[src/rtl/gpio_port_pkg.sv]
package gpio_port_pkg;
  localparam logic [7:0] OFS_DIR_OUT = 8'h00;
  localparam logic [7:0] OFS_DIR_IN  = 8'h04;
  localparam logic [7:0] OFS_LVL_LO  = 8'h08;
  localparam logic [7:0] OFS_LVL_HI  = 8'h0C;
  localparam logic [7:0] OFS_PINS    = 8'h10;

  typedef struct packed {
    logic setDir;
    logic clrDir;
    logic wrLow;
    logic wrHigh;
  } strobe_t;

  typedef enum logic [2:0] {
    RD_NONE, RD_DIR, RD_LVL_LO, RD_LVL_HI, RD_PINS
  } rdsel_t;
endpackage

[src/rtl/gpio_port_ctrl.sv]
module gpio_port_ctrl
  import gpio_port_pkg::*;
#(
  parameter int ADDR_W = 8
) (
  input  logic              rstN,
  input  logic              wrEn,
  input  logic [ADDR_W-1:0] addr,
  output strobe_t           strb,
  output rdsel_t            rdSel
);
  logic hitSet, hitClr, hitLo, hitHi, hitPins;

  always_comb begin
    hitSet  = (addr == ADDR_W'(OFS_DIR_OUT));
    hitClr  = (addr == ADDR_W'(OFS_DIR_IN));
    hitLo   = (addr == ADDR_W'(OFS_LVL_LO));
    hitHi   = (addr == ADDR_W'(OFS_LVL_HI));
    hitPins = (addr == ADDR_W'(OFS_PINS));

    strb.setDir = rstN && wrEn && hitSet;
    strb.clrDir = rstN && wrEn && hitClr;
    strb.wrLow  = rstN && wrEn && hitLo;
    strb.wrHigh = rstN && wrEn && hitHi;

    if (hitSet || hitClr) rdSel = RD_DIR;
    else if (hitLo)       rdSel = RD_LVL_LO;
    else if (hitHi)       rdSel = RD_LVL_HI;
    else if (hitPins)     rdSel = RD_PINS;
    else                  rdSel = RD_NONE;
  end
endmodule

[src/rtl/gpio_port_dp.sv]
module gpio_port_dp
  import gpio_port_pkg::*;
#(
  parameter int HALF_W      = 16,
  parameter int SYNC_STAGES = 2
) (
  input  logic                clk,
  input  logic                rstN,
  input  strobe_t             strb,
  input  rdsel_t              rdSel,
  input  logic [2*HALF_W-1:0] wrData,
  output logic [2*HALF_W-1:0] rdData,
  input  logic [2*HALF_W-1:0] padIn,
  output logic [2*HALF_W-1:0] padOut,
  output logic [2*HALF_W-1:0] padOe
);
  localparam int PIN_W = 2 * HALF_W;

  logic [PIN_W-1:0]  oeQ;
  logic [PIN_W-1:0]  lvlQ;
  logic [HALF_W-1:0] wrMask, wrVal;
  logic [PIN_W-1:0]  syncQ [SYNC_STAGES];

  assign wrMask = wrData[PIN_W-1:HALF_W];
  assign wrVal  = wrData[HALF_W-1:0];

  always_ff @(posedge clk) begin
    if (!rstN) begin
      oeQ <= '0;
    end else if (strb.setDir) begin
      oeQ <= oeQ | wrData;
    end else if (strb.clrDir) begin
      oeQ <= oeQ & ~wrData;
    end
  end

  always_ff @(posedge clk) begin
    if (!rstN) begin
      lvlQ <= '0;
    end else begin
      if (strb.wrLow)
        lvlQ[HALF_W-1:0] <= (lvlQ[HALF_W-1:0] & ~wrMask) | (wrVal & wrMask);
      if (strb.wrHigh)
        lvlQ[PIN_W-1:HALF_W] <= (lvlQ[PIN_W-1:HALF_W] & ~wrMask) | (wrVal & wrMask);
    end
  end

  for (genvar s = 0; s < SYNC_STAGES; s++) begin : g_sync
    if (s == 0) begin : g_first
      always_ff @(posedge clk) begin
        if (!rstN) syncQ[0] <= '0;
        else       syncQ[0] <= padIn;
      end
    end else begin : g_next
      always_ff @(posedge clk) begin
        if (!rstN) syncQ[s] <= '0;
        else       syncQ[s] <= syncQ[s-1];
      end
    end
  end

  always_comb begin
    unique case (rdSel)
      RD_DIR:    rdData = oeQ;
      RD_LVL_LO: rdData = {{HALF_W{1'b0}}, lvlQ[HALF_W-1:0]};
      RD_LVL_HI: rdData = {{HALF_W{1'b0}}, lvlQ[PIN_W-1:HALF_W]};
      RD_PINS:   rdData = syncQ[SYNC_STAGES-1];
      default:   rdData = '0;
    endcase
  end

  assign padOut = lvlQ;
  assign padOe  = oeQ;

  assert_dir_set_R2: assert property (@(posedge clk) disable iff (!rstN)
    strb.setDir |=> ((oeQ & $past(wrData)) == $past(wrData)));

  assert_dir_clr_R3: assert property (@(posedge clk) disable iff (!rstN)
    strb.clrDir |=> ((oeQ & $past(wrData)) == '0));

  assert_lo_unmasked_keep_R4: assert property (@(posedge clk) disable iff (!rstN)
    strb.wrLow |=> (((lvlQ[HALF_W-1:0] ^ $past(lvlQ[HALF_W-1:0]))
                     & ~$past(wrMask)) == '0));

  assert_hi_unmasked_keep_R5: assert property (@(posedge clk) disable iff (!rstN)
    strb.wrHigh |=> (((lvlQ[PIN_W-1:HALF_W] ^ $past(lvlQ[PIN_W-1:HALF_W]))
                      & ~$past(wrMask)) == '0));

  assert_lvl_hold_R6: assert property (@(posedge clk) disable iff (!rstN)
    !(strb.wrLow || strb.wrHigh) |=> $stable(lvlQ));

  assert_dir_hold_R9: assert property (@(posedge clk) disable iff (!rstN)
    !(strb.setDir || strb.clrDir) |=> $stable(oeQ));
endmodule

[src/rtl/gpio_port.sv]
module gpio_port
  import gpio_port_pkg::*;
#(
  parameter int HALF_W      = 16,
  parameter int SYNC_STAGES = 2,
  parameter int ADDR_W      = 8
) (
  input  logic                clk,
  input  logic                rstN,
  input  logic                wrEn,
  input  logic [ADDR_W-1:0]   addr,
  input  logic [2*HALF_W-1:0] wrData,
  output logic [2*HALF_W-1:0] rdData,
  input  logic [2*HALF_W-1:0] padIn,
  output logic [2*HALF_W-1:0] padOut,
  output logic [2*HALF_W-1:0] padOe
);
  strobe_t strb;
  rdsel_t  rdSel;

  gpio_port_ctrl #(.ADDR_W(ADDR_W)) u_ctrl (
    .rstN  (rstN),
    .wrEn  (wrEn),
    .addr  (addr),
    .strb  (strb),
    .rdSel (rdSel)
  );

  gpio_port_dp #(.HALF_W(HALF_W), .SYNC_STAGES(SYNC_STAGES)) u_dp (
    .clk    (clk),
    .rstN   (rstN),
    .strb   (strb),
    .rdSel  (rdSel),
    .wrData (wrData),
    .rdData (rdData),
    .padIn  (padIn),
    .padOut (padOut),
    .padOe  (padOe)
  );
endmodule

[config.mk]
export PLATFORM = sky130hd
export DESIGN_NAME = gpio_port
export DESIGN_NICKNAME = d
export VERILOG_FILES = /design/src/rtl/gpio_port_pkg.sv /design/src/rtl/gpio_port_ctrl.sv /design/src/rtl/gpio_port_dp.sv /design/src/rtl/gpio_port.sv
export SDC_FILE = /design/constraint.sdc
export NUM_CORES = 1
export LEC_CHECK = 0
export BUFFER_PORTS_ARGS = -buffer_cell sky130_fd_sc_hd__buf_2
export CORE_MARGIN = 2
export CORE_UTILIZATION = 50
export CTS_CLUSTER_DIAMETER = 30
export DETAILED_ROUTE_END_ITERATION = 8
export GPL_TIMING_DRIVEN = 0
export HOLD_SLACK_MARGIN = 0.06
export MAX_ROUTING_LAYER = met4
export PLACE_DENSITY_LB_ADDON = 0.12
export SETUP_SLACK_MARGIN = 0.5
export SYNTH_ARGS = -nofsm -noshare
export SYNTH_HDL_FRONTEND = slang
export SYNTH_SLANG_ARGS = --single-unit
[constraint.sdc]
create_clock -name clk -period 3.9 [get_ports clk]
set_clock_uncertainty 0.2 [all_clocks]
set_input_delay 0.585 -clock clk [delete_from_list [all_inputs] [get_ports clk]]
set_output_delay 0.585 -clock clk [all_outputs]
set_load 0.02 [all_outputs]
==> results.md <==
* Final hold violations at 0
* Synth async-reset ratio at 0%
* Core Box Area at between 0.01 and 0.015 mm2
* Dpl hpwl at 12,300 um
* CP max stage cell: nor3_1
* CTS tree: yes
* Status: finished, final reports clean
* Hold WC Path Type: primary input to register
* Instance count of the mapped netlist at around 600
* Layout cells sized above 1 at between 20% and 30%
* DRT Wirelength at approximately 16,000 um
* Unrepaired setup endpoints after global routing: no
* Worst skew pair latency at 520 ps
* Crit path top cell by count: buf_2
* DRT Pass-1 Iters at 5
* Die width at 109 um
* Net Count, Synth at 685
* Worst-path clk slew at ~60 ps
* EDFF count, synth at 0
* Vias in the first global route at 4,903
* Final setup fails at 0
* Clock root buffer: clkbuf_8
* Area growth, synth to finish at 32.5%
* Critical path buffers and inverters at 4
* Worst setup EP type: output pin
* CP Launch Type: primary input
* Worst path arrival time at 2380 ps
* Slowest Stage Delay on Critical Path at approximately 380 ps
* First-pass GRT wire length at between 20,000 and 25,000 um
* Total GRT Usage at roughly 28%
* DP Area at 0.00652 mm2
* Drt via density at approximately 5.3
* Lkg Pwr at 3.57 nW
* Synth cell types at 22
* Power density cells at around 440 mW/mm2
* Critical-path cell list: buf_2, nor3_1, buf_2, nand3b_1, clkbuf_1, nor2_1, buf_2
* Worst Setup Path Type: primary input to output pin
* Setup TNS at 0 ps
* Die footprint at 0.0119 mm2
* Clock Path Buffers at 2
* Req. time, crit path at approximately 3100 ps
* Port bufs at 169
* Max rail drop VDD at between 0.3 and 0.4 mV
* Site row count at 38
* Fillcell total at between 900 and 1,000
* Total Power at around 3.2 mW
* Fmax achieved at ~320 MHz
* Ant diodes at 0
* # clock sinks at between 100 and 150
* Most used DFF post-synth: dfxtp_1
* Commonest non-fill, non-tap cells in the layout: 184 x buf_2, 128 x dfxtp_1, 97 x nand2_1
* # DRC at 0
* CTS H-Tree Depth at 4
* Final antenna-violating net count at 0
* Syn Area/Cell at between 9 and 10 um2
* Gpl congestion at 0.915
* Slew @ Worst Pin at ~620 ps
* I/O pins at about 170
* Post-CTS sizing at 0
* CTS buffer count at 17
* Syn. warnings at 0
* Fin area at roughly 0.0073 mm2
* NumNets Final at roughly 900
* Vias at between 5,000 and 6,000
* Largest net degree at the start of global routing at 17
* Max-cap violations at 0
* Rel. slew slack at slightly below 60%
* Leading cell type in the layout, fill and taps excluded: buf_2
* Sequential area share after synthesis at 46.6%
* WL/cell at 17.0 um
* Fin. max-slew vios at 0
* Period utilisation layout at between 80% and 90%
* Non-Filler Instances at 966
* Tmin final at 3160 ps
* Crit path max-delay family: buffers and inverters
* Syn Std Cell Area at around 0.0055 mm2
* Placed cell count at 919
* Flop and latch count out of synthesis at approximately 130
* Die Y at ~110 um
* GR Overflow Total at 0
* Crit Path Max Fanout at 10
* Initial Util at between 50% and 60%
* Initial DRC count at between 300 and 400
* Initial antenna violation count at 0
-- kinds of logic after synthesis --
logic type      after synthesis  share of synthesized area (%)
mux                          80                           14.6
buf+inv                      54                           4.87
simple gates                300                           28.5
compound gates               48                           5.46
flops                       128                           46.6
-- metrics by stage --
step | setup WS (ps) | utilization, % | hold slack, ps
3_5_place_dp | 788 | 60.4 | 217
4_1_cts | 768 | 67.4 | 60.4
6_report | 737 | 67.6 | 71.4
5_1_grt | 631 | 67.6 | 62.5
2_1_floorplan | 1340 | - | 212
3_3_place_gp | 845 | 60.4 | 213
-- final timing paths --
path | to | start | slack [ps] | cells after the start
max | rdData[31] | addr[1] | 740 | 7
min | u_dp.syncQ[0][17] | padIn[17] | 70 | 2
max reg2reg | register | register | 2990 | 2
min reg2reg | u_dp.syncQ[1][24] | u_dp.syncQ[0][24] | 230 | 1
-- synth_stat cells, types with 4 or more instances --
| cell | number | share of area (%) |
|---|---|---|
| buf_2 | 15 | 1.4 |
| nand2_1 | 97 | 6.6 |
| a211o_1 | 16 | 2.5 |
| mux2i_1 | 80 | 15 |
| nor2b_1 | 19 | 2.2 |
| a21oi_1 | 32 | 2.9 |
| buf_6 | 4 | 0.82 |
| clkbuf_1 | 30 | 2.0 |
| dfxtp_1 | 128 | 47 |
| nand4_1 | 48 | 5.5 |
| nor2_1 | 33 | 2.3 |
| and2_1 | 80 | 9.1 |
| nand3_1 | 16 | 1.5 |
| buf_4 | 4 | 0.55 |
-- power breakdown --
| part | internal (mW) | total (mW) | switching, mW |
|---|---|---|---|
| combinational | 0.0888 | 0.220 | 0.131 |
| sequential | 1.34 | 1.35 | 0.00745 |
| clock | 1.02 | 1.63 | 0.610 |
-- routing by layer --
metal	share of wire, %	track usage [%]	up-vias	wire length, um
li1	-	-	2473	-
met1	42	35.2	2385	6960
met2	49	45.7	217	7970
met3	7.2	7.17	29	1180
met4	1.8	9.25	0	296
met5	0	-	-	0
-- cell type report --
cell class              instances  area (um2)  area share, %
clock buffers                  19         442           6.06
flip-flops and latches        128        2560           35.1
multi-input cells             428        2670           36.6
repair buffers                184         996           13.7
well taps                     140         175           2.40
clock inverters                13         176           2.42
plain buffers                  54         268           3.67
-- worst reg2reg max path: stages (launching register included) --
cell and delay (ps):
dfxtp_1 390, nand2_1 80, mux2i_1 170
-- what timing repair did --
action,in CTS,in global routing
hold buffers,13,2
hold endpoints to repair,13,2
buffers inserted,0,0
setup endpoints to repair,0,0
No activity file was read; power rests on OpenSTA's default activity.
